### src/rtl/perm_walker_pkg.sv
package perm_walker_pkg;
  typedef enum logic [1:0] {
    PERM_NONE = 2'd0,
    PERM_RO   = 2'd1,
    PERM_RW   = 2'd2,
    PERM_XR   = 2'd3
  } perm_e;

  typedef enum logic [1:0] {
    LVL_NONE = 2'd0,
    LVL_TOP  = 2'd1,
    LVL_MID  = 2'd2,
    LVL_LEAF = 2'd3
  } lvl_e;

  typedef enum logic {
    ST_IDLE,
    ST_READ
  } st_e;
endpackage

### src/rtl/perm_walker_index.sv
module perm_walker_index
  import perm_walker_pkg::*;
#(
  parameter int AW     = 32,
  parameter int L1_LO  = 18,
  parameter int L2_LO  = 8,
  parameter int L3_LO  = 2,
  parameter int LANE_W = 4,
  parameter int BO     = 2
) (
  input  logic [AW-1:0]     va_i,
  input  lvl_e              lvl_i,
  input  logic [AW-1:0]     ptr_i,
  output logic [AW-1:0]     addr_o,
  output logic [LANE_W-1:0] lane_o
);
  localparam int I1  = AW - L1_LO;
  localparam int I2  = L1_LO - L2_LO;
  localparam int I3  = L2_LO - L3_LO;
  localparam int SEL = I3 - LANE_W;

  logic [I1-1:0]  idx1;
  logic [I2-1:0]  idx2;
  logic [I3-1:0]  idx3;
  logic [SEL-1:0] sel3;
  logic [AW-1:0]  off;

  always_comb begin
    idx1   = va_i[AW-1:L1_LO];
    idx2   = va_i[L1_LO-1:L2_LO];
    idx3   = va_i[L2_LO-1:L3_LO];
    sel3   = idx3[I3-1:LANE_W];
    lane_o = idx3[LANE_W-1:0];
    unique case (lvl_i)
      LVL_TOP:  off = AW'(idx1) << BO;
      LVL_MID:  off = AW'(idx2) << BO;
      LVL_LEAF: off = AW'(sel3) << BO;
      default:  off = '0;
    endcase
    addr_o = ptr_i + off;
  end
endmodule

### src/rtl/perm_walker_decode.sv
module perm_walker_decode
  import perm_walker_pkg::*;
#(
  parameter int AW     = 32,
  parameter int DW     = 32,
  parameter int LANE_W = 4,
  parameter int BO     = 2
) (
  input  logic [DW-1:0]     word_i,
  input  lvl_e              lvl_i,
  input  logic [LANE_W-1:0] lane_i,
  output logic              is_ptr_o,
  output logic [AW-1:0]     next_o,
  output perm_e             perm_o
);
  localparam int LANES = 1 << LANE_W;

  logic [1:0] lane_perm [LANES];

  for (genvar g = 0; g < LANES; g++) begin : g_lane
    assign lane_perm[g] = word_i[2*g +: 2];
  end

  always_comb begin
    is_ptr_o = (lvl_i != LVL_LEAF) && word_i[0];
    next_o   = {word_i[AW-1:BO], {BO{1'b0}}};
    if (lvl_i == LVL_LEAF) perm_o = perm_e'(lane_perm[lane_i]);
    else                   perm_o = perm_e'(word_i[2:1]);
  end
endmodule

### src/rtl/perm_walker.sv
module perm_walker
  import perm_walker_pkg::*;
#(
  parameter int AW     = 32,
  parameter int DW     = 32,
  parameter int L1_LO  = 18,
  parameter int L2_LO  = 8,
  parameter int L3_LO  = 2,
  parameter int SPAN_W = $clog2(AW + 1)
) (
  input  logic              clk_i,
  input  logic              rst_ni,
  input  logic              req_valid_i,
  output logic              req_ready_o,
  input  logic [AW-1:0]     req_addr_i,
  input  logic [AW-1:0]     req_root_i,
  output logic              mem_rd_o,
  output logic [AW-1:0]     mem_addr_o,
  input  logic              mem_rvalid_i,
  input  logic [DW-1:0]     mem_rdata_i,
  output logic              done_o,
  output logic [1:0]        perm_o,
  output logic [1:0]        level_o,
  output logic [SPAN_W-1:0] region_lg2_o
);
  localparam int BO     = $clog2(DW / 8);
  localparam int LANE_W = $clog2(DW / 2);

  st_e             st_q;
  lvl_e            lvl_q, lvl_out_q;
  logic [AW-1:0]   va_q, ptr_q;
  logic            done_q;
  perm_e           perm_q;

  logic [LANE_W-1:0] lane;
  logic              is_ptr;
  logic [AW-1:0]     next_ptr;
  perm_e             perm_dec;

  perm_walker_index #(
    .AW(AW), .L1_LO(L1_LO), .L2_LO(L2_LO), .L3_LO(L3_LO),
    .LANE_W(LANE_W), .BO(BO)
  ) u_index (
    .va_i  (va_q),
    .lvl_i (lvl_q),
    .ptr_i (ptr_q),
    .addr_o(mem_addr_o),
    .lane_o(lane)
  );

  perm_walker_decode #(
    .AW(AW), .DW(DW), .LANE_W(LANE_W), .BO(BO)
  ) u_decode (
    .word_i  (mem_rdata_i),
    .lvl_i   (lvl_q),
    .lane_i  (lane),
    .is_ptr_o(is_ptr),
    .next_o  (next_ptr),
    .perm_o  (perm_dec)
  );

  always_ff @(posedge clk_i or negedge rst_ni) begin
    if (!rst_ni) begin
      st_q      <= ST_IDLE;
      lvl_q     <= LVL_NONE;
      lvl_out_q <= LVL_NONE;
      va_q      <= '0;
      ptr_q     <= '0;
      done_q    <= 1'b0;
      perm_q    <= PERM_NONE;
    end else begin
      done_q <= 1'b0;
      unique case (st_q)
        ST_IDLE: if (req_valid_i) begin
          va_q  <= req_addr_i;
          ptr_q <= {req_root_i[AW-1:BO], {BO{1'b0}}};
          lvl_q <= LVL_TOP;
          st_q  <= ST_READ;
        end
        ST_READ: if (mem_rvalid_i) begin
          if (is_ptr) begin
            ptr_q <= next_ptr;
            lvl_q <= lvl_e'(2'(lvl_q + 2'd1));
          end else begin
            done_q    <= 1'b1;
            perm_q    <= perm_dec;
            lvl_out_q <= lvl_q;
            lvl_q     <= LVL_NONE;
            st_q      <= ST_IDLE;
          end
        end
        default: st_q <= ST_IDLE;
      endcase
    end
  end

  always_comb begin
    req_ready_o = (st_q == ST_IDLE);
    mem_rd_o    = (st_q == ST_READ);
    done_o      = done_q;
    perm_o      = perm_q;
    level_o     = lvl_out_q;
    unique case (lvl_out_q)
      LVL_TOP:  region_lg2_o = SPAN_W'(L1_LO);
      LVL_MID:  region_lg2_o = SPAN_W'(L2_LO);
      LVL_LEAF: region_lg2_o = SPAN_W'(L3_LO);
      default:  region_lg2_o = '0;
    endcase
  end
endmodule

### config.mk
export PLATFORM = sky130hd
export DESIGN_NAME = perm_walker
export DESIGN_NICKNAME = d
export VERILOG_FILES = /design/src/rtl/perm_walker_pkg.sv /design/src/rtl/perm_walker_index.sv /design/src/rtl/perm_walker_decode.sv /design/src/rtl/perm_walker.sv
export SDC_FILE = /design/constraint.sdc
export NUM_CORES = 1
export LEC_CHECK = 0
export BUFFER_PORTS_ARGS = -buffer_cell sky130_fd_sc_hd__buf_4
export CAP_MARGIN = 10
export CORE_ASPECT_RATIO = 1.2
export CORE_MARGIN = 8
export CORE_UTILIZATION = 35
export CTS_CLUSTER_DIAMETER = 80
export DETAILED_ROUTE_END_ITERATION = 8
export GPL_ROUTABILITY_DRIVEN = 1
export PLACE_DENSITY_LB_ADDON = 0.05
export SLEW_MARGIN = 5
export SYNTH_ARGS = -nofsm -noshare
export SYNTH_HDL_FRONTEND = slang
export SYNTH_SLANG_ARGS = --single-unit
### constraint.sdc
create_clock -name clk_i -period 6.29 [get_ports clk_i]
set_input_delay 0.3145 -clock clk_i [delete_from_list [all_inputs] [get_ports clk_i]]
set_output_delay 0.3145 -clock clk_i [all_outputs]
set_load 0.01 [all_outputs]
==> flow_summary_export.csv <==
group,metric,value,unit
outcome,status,"completed",
clock_network,cts_num_sinks,68,
finish,fillers,1191,
die,fp.dieW,118,µm
finish,final_cell_mix,"138 x buf_4, 67 x dfrtp_1, 55 x nor2_1",
clock_network,cts_tree,"done",
clock_network,h-tree-depth,3,
logic_synthesis,synth_area,4350,µm²
pwr,p_leak,2.76,nW
worst_setup_path,reg2reg_from,"mem_rd_o",
detailed_routing,drt_pass1_iterations,6,
logic_synthesis,ys_types,52,
detailed_routing,drc,0,
clock_network,postCtsHoldBufs,0,
worst_setup_path,reg2reg_to,"ptr_q[14]",
finish,multi_input_comb_area,2520,µm²
die,fp-row-count,44,
logic_synthesis,avgSynthCellArea,10.2,µm²
worst_setup_path,cp-start-kind,"flop",
timing,hold_viol,0,
place,dp_hpwl,10200,µm
die,design.core.area,12100,µm²
die,die_h,138,µm
clock_network,path_clk_slew,0.06,ns
worst_setup_path,critPathSlowestCell,"o41ai_4",
place,io_buffers,135,
worst_setup_path,cp_num_buf_inv,3,
logic_synthesis,synthArstFlopShare,1.00,
worst_setup_path,cp_slowest_stage_delay,0.65,ns
die,pin_count,145,
global_route,grt.total_usage,0.162,
worst_setup_path,critPathKind,"flop to output port",
timing,slew_headroom,0.407,
timing,timing.final.max_slew_violations,0,
place,place.gp.congestion,0.822,
worst_setup_path,reg2reg_slack,3.99,ns
finish,fin_nets,673,
worst_setup_path,cp_num_cells,14,
finish,syn_to_final_growth,34.4,%
global_route,overflow,0,
timing,min_period_over_period,0.660,
die,die_area,16300,µm²
detailed_routing,wirelength,12900,µm
pwr,cellPowerDensity,547,nW/µm²
clock_network,cts_made_buffers,9,
global_route,grt_pass1_vias,3986,
worst_setup_path,crit_chain,"inv_1 > ha_1 > a222oi_1 > nor2_1 > ha_1 > inv_1 > fa_1 > nor2b_1 > o31ai_2 > a31oi_2 > o41ai_4 > nor3b_1 > xor2_1 > buf_4",
worst_setup_path,arrival,3.84,ns
job,cap_viol_max_count,0,
pwr,ir_worst_vdd,0.294,mV
worst_setup_path,r2r.worst_path.cells,7,
detailed_routing,wl_per_cell,17.9,µm
detailed_routing,ant_nets,0,
clock_network,postCtsSetupRepairBufs,0,
worst_setup_path,critPathRequiredTime,5.98,ns
timing,tightest_slew,0.890,ns
finish,final_common_cell,"buf_4",
detailed_routing,drtIter0Drc,123,
logic_synthesis,synth_top_area_frac,0.391,
finish,fin_cells,720,
timing,rsz0062_at_grt,"no",
worst_setup_path,end_kind,"output port",
die,start_util,0.359,
logic_synthesis,synth_edf_count,0,
clock_network,insertion_delay,0.33,ns
clock_network,root_buffer,"clkbuf_16",
logic_synthesis,yosys_warnings,0,
logic_synthesis,synth-seq-cells,68,
timing,fmax,241,MHz
min_path,hp-class,"input port to async pin",
detailed_routing,vias,3586,
worst_setup_path,crit_family,"compound AO/OA/AOI/OAI gates",
worst_setup_path,crit_end,"mem_addr_o[24]",
timing,setup_violations,0,
timing,fin_setup_tns,0,ns
worst_setup_path,crit_start,"lvl_q[1]",
place,dp.cells,704,
logic_synthesis,yosysTopAreaCell,"dfrtp_1",
logic_synthesis,synth_ff_type,"dfrtp_1",
global_route,antenna_found_initial,0,
finish,drive_gt1_frac,0.370,
logic_synthesis,syn_inst,427,
timing,finalClockSkew,0.00661,ns
global_route,grt_max_degree,69,
timing,min_period,4.15,ns
logic_synthesis,yosysSeqAreaShare,0.391,
worst_setup_path,cp_max_fo,14,
logic_synthesis,ys_top_cells_by_area,"dfrtp_1 39%, mux2_2 7.8%, mux2i_1 7.4%",
clock_network,cts_resized,0,
finish,antenna_cells,0,
clock_network,clock_path_buffers,2,
detailed_routing,vias_per_cell,4.98,
global_route,grt_pass1_wl,21000,µm
finish,seq_area,1700,µm²
power breakdown:
| part | switching [mW] | total, mW | internal, mW |
|---|---|---|---|
| logic | 0.907 | 1.79 | 0.884 |
| registers | 0.189 | 0.815 | 0.626 |
| clock network | 0.184 | 0.592 | 0.408 |
| total | 1.28 | 3.20 | 1.92 |
worst register-to-register path, cell delays in order (launching register included):
cell	delay [ns]
dfrtp_2	0.75
buf_4	0.41
nor2b_2	0.10
a21oi_1	0.29
a21oi_4	0.04
buf_4	0.31
nor2_1	0.20
a21oi_1	0.05
registers in the layout, summed over array words and instances (netlist names):
signal	cells
va_q	30
level_o	2
ptr_q	30
lvl_q	2
perm_o	2
done_o	1
mem_rd_o	1
worst min-delay path by stage:
stage | start | endpoint | cells past startpoint
2_1_floorplan | rst_ni | done_o | 0
3_3_place_gp | perm_o[1] | perm_o[1] | 2
3_5_place_dp | perm_o[1] | perm_o[1] | 2
4_1_cts | rst_ni | va_q[17] | 1
5_1_grt | rst_ni | va_q[25] | 1
6_report | rst_ni | va_q[17] | 1
metrics by stage:
stage	hold slack, ns	util	setup WS [ns]	area (µm²)	power (mW)
2_1_floorplan	0.0189	-	3.05	4370	1.92
3_3_place_gp	0.483	0.454	2.42	5500	2.63
3_5_place_dp	0.485	0.454	2.38	5500	2.65
4_1_cts	0.152	0.483	2.00	5850	3.26
5_1_grt	0.185	0.483	1.80	5850	3.46
6_report	0.102	0.483	2.14	5850	3.20
kinds of logic after synthesis:
logic type | Yosys count | synth area share
simple gates | 119 | 0.124
compound gates | 87 | 0.138
buf+inv | 36 | 0.0362
flops | 68 | 0.391
other cells | 1 | 0.000861
xor+xnor | 25 | 0.0503
mux | 72 | 0.203
fa+ha+maj | 19 | 0.0563
cells in the mapped netlist (7+ instances only):
cell	n
inv_1	10
ha_1	18
dfrtp_1	68
clkbuf_1	15
nand2_1	28
a21oi_1	46
mux2_2	30
mux4_2	10
mux2i_1	32
o21ai_1	7
xor2_1	16
a22oi_1	8
xnor2_1	9
nor2_1	55
per-layer routing:
layer | GRT usage | routed length (µm) | vias to the layer above | part of all wire
met1 | 0.190 | 5510 | 1711 | 0.43
li1 | - | - | 1771 | -
met2 | 0.273 | 6410 | 98 | 0.50
met4 | 0.0486 | 111 | 0 | 0.0086
met5 | 0 | 0 | - | 0
met3 | 0.0538 | 889 | 6 | 0.069
layout make-up:
| type | count | area share |
|---|---|---|
| sequential | 68 | 0.291 |
| multi-input combinational | 327 | 0.431 |
| tap | 161 | 0.0344 |
| clock buffer | 12 | 0.0438 |
| clock inverter | 4 | 0.0162 |
| timing repair buffer | 138 | 0.177 |
| inverter | 10 | 0.00641 |
No activity file was read; power rests on OpenSTA's default activity.
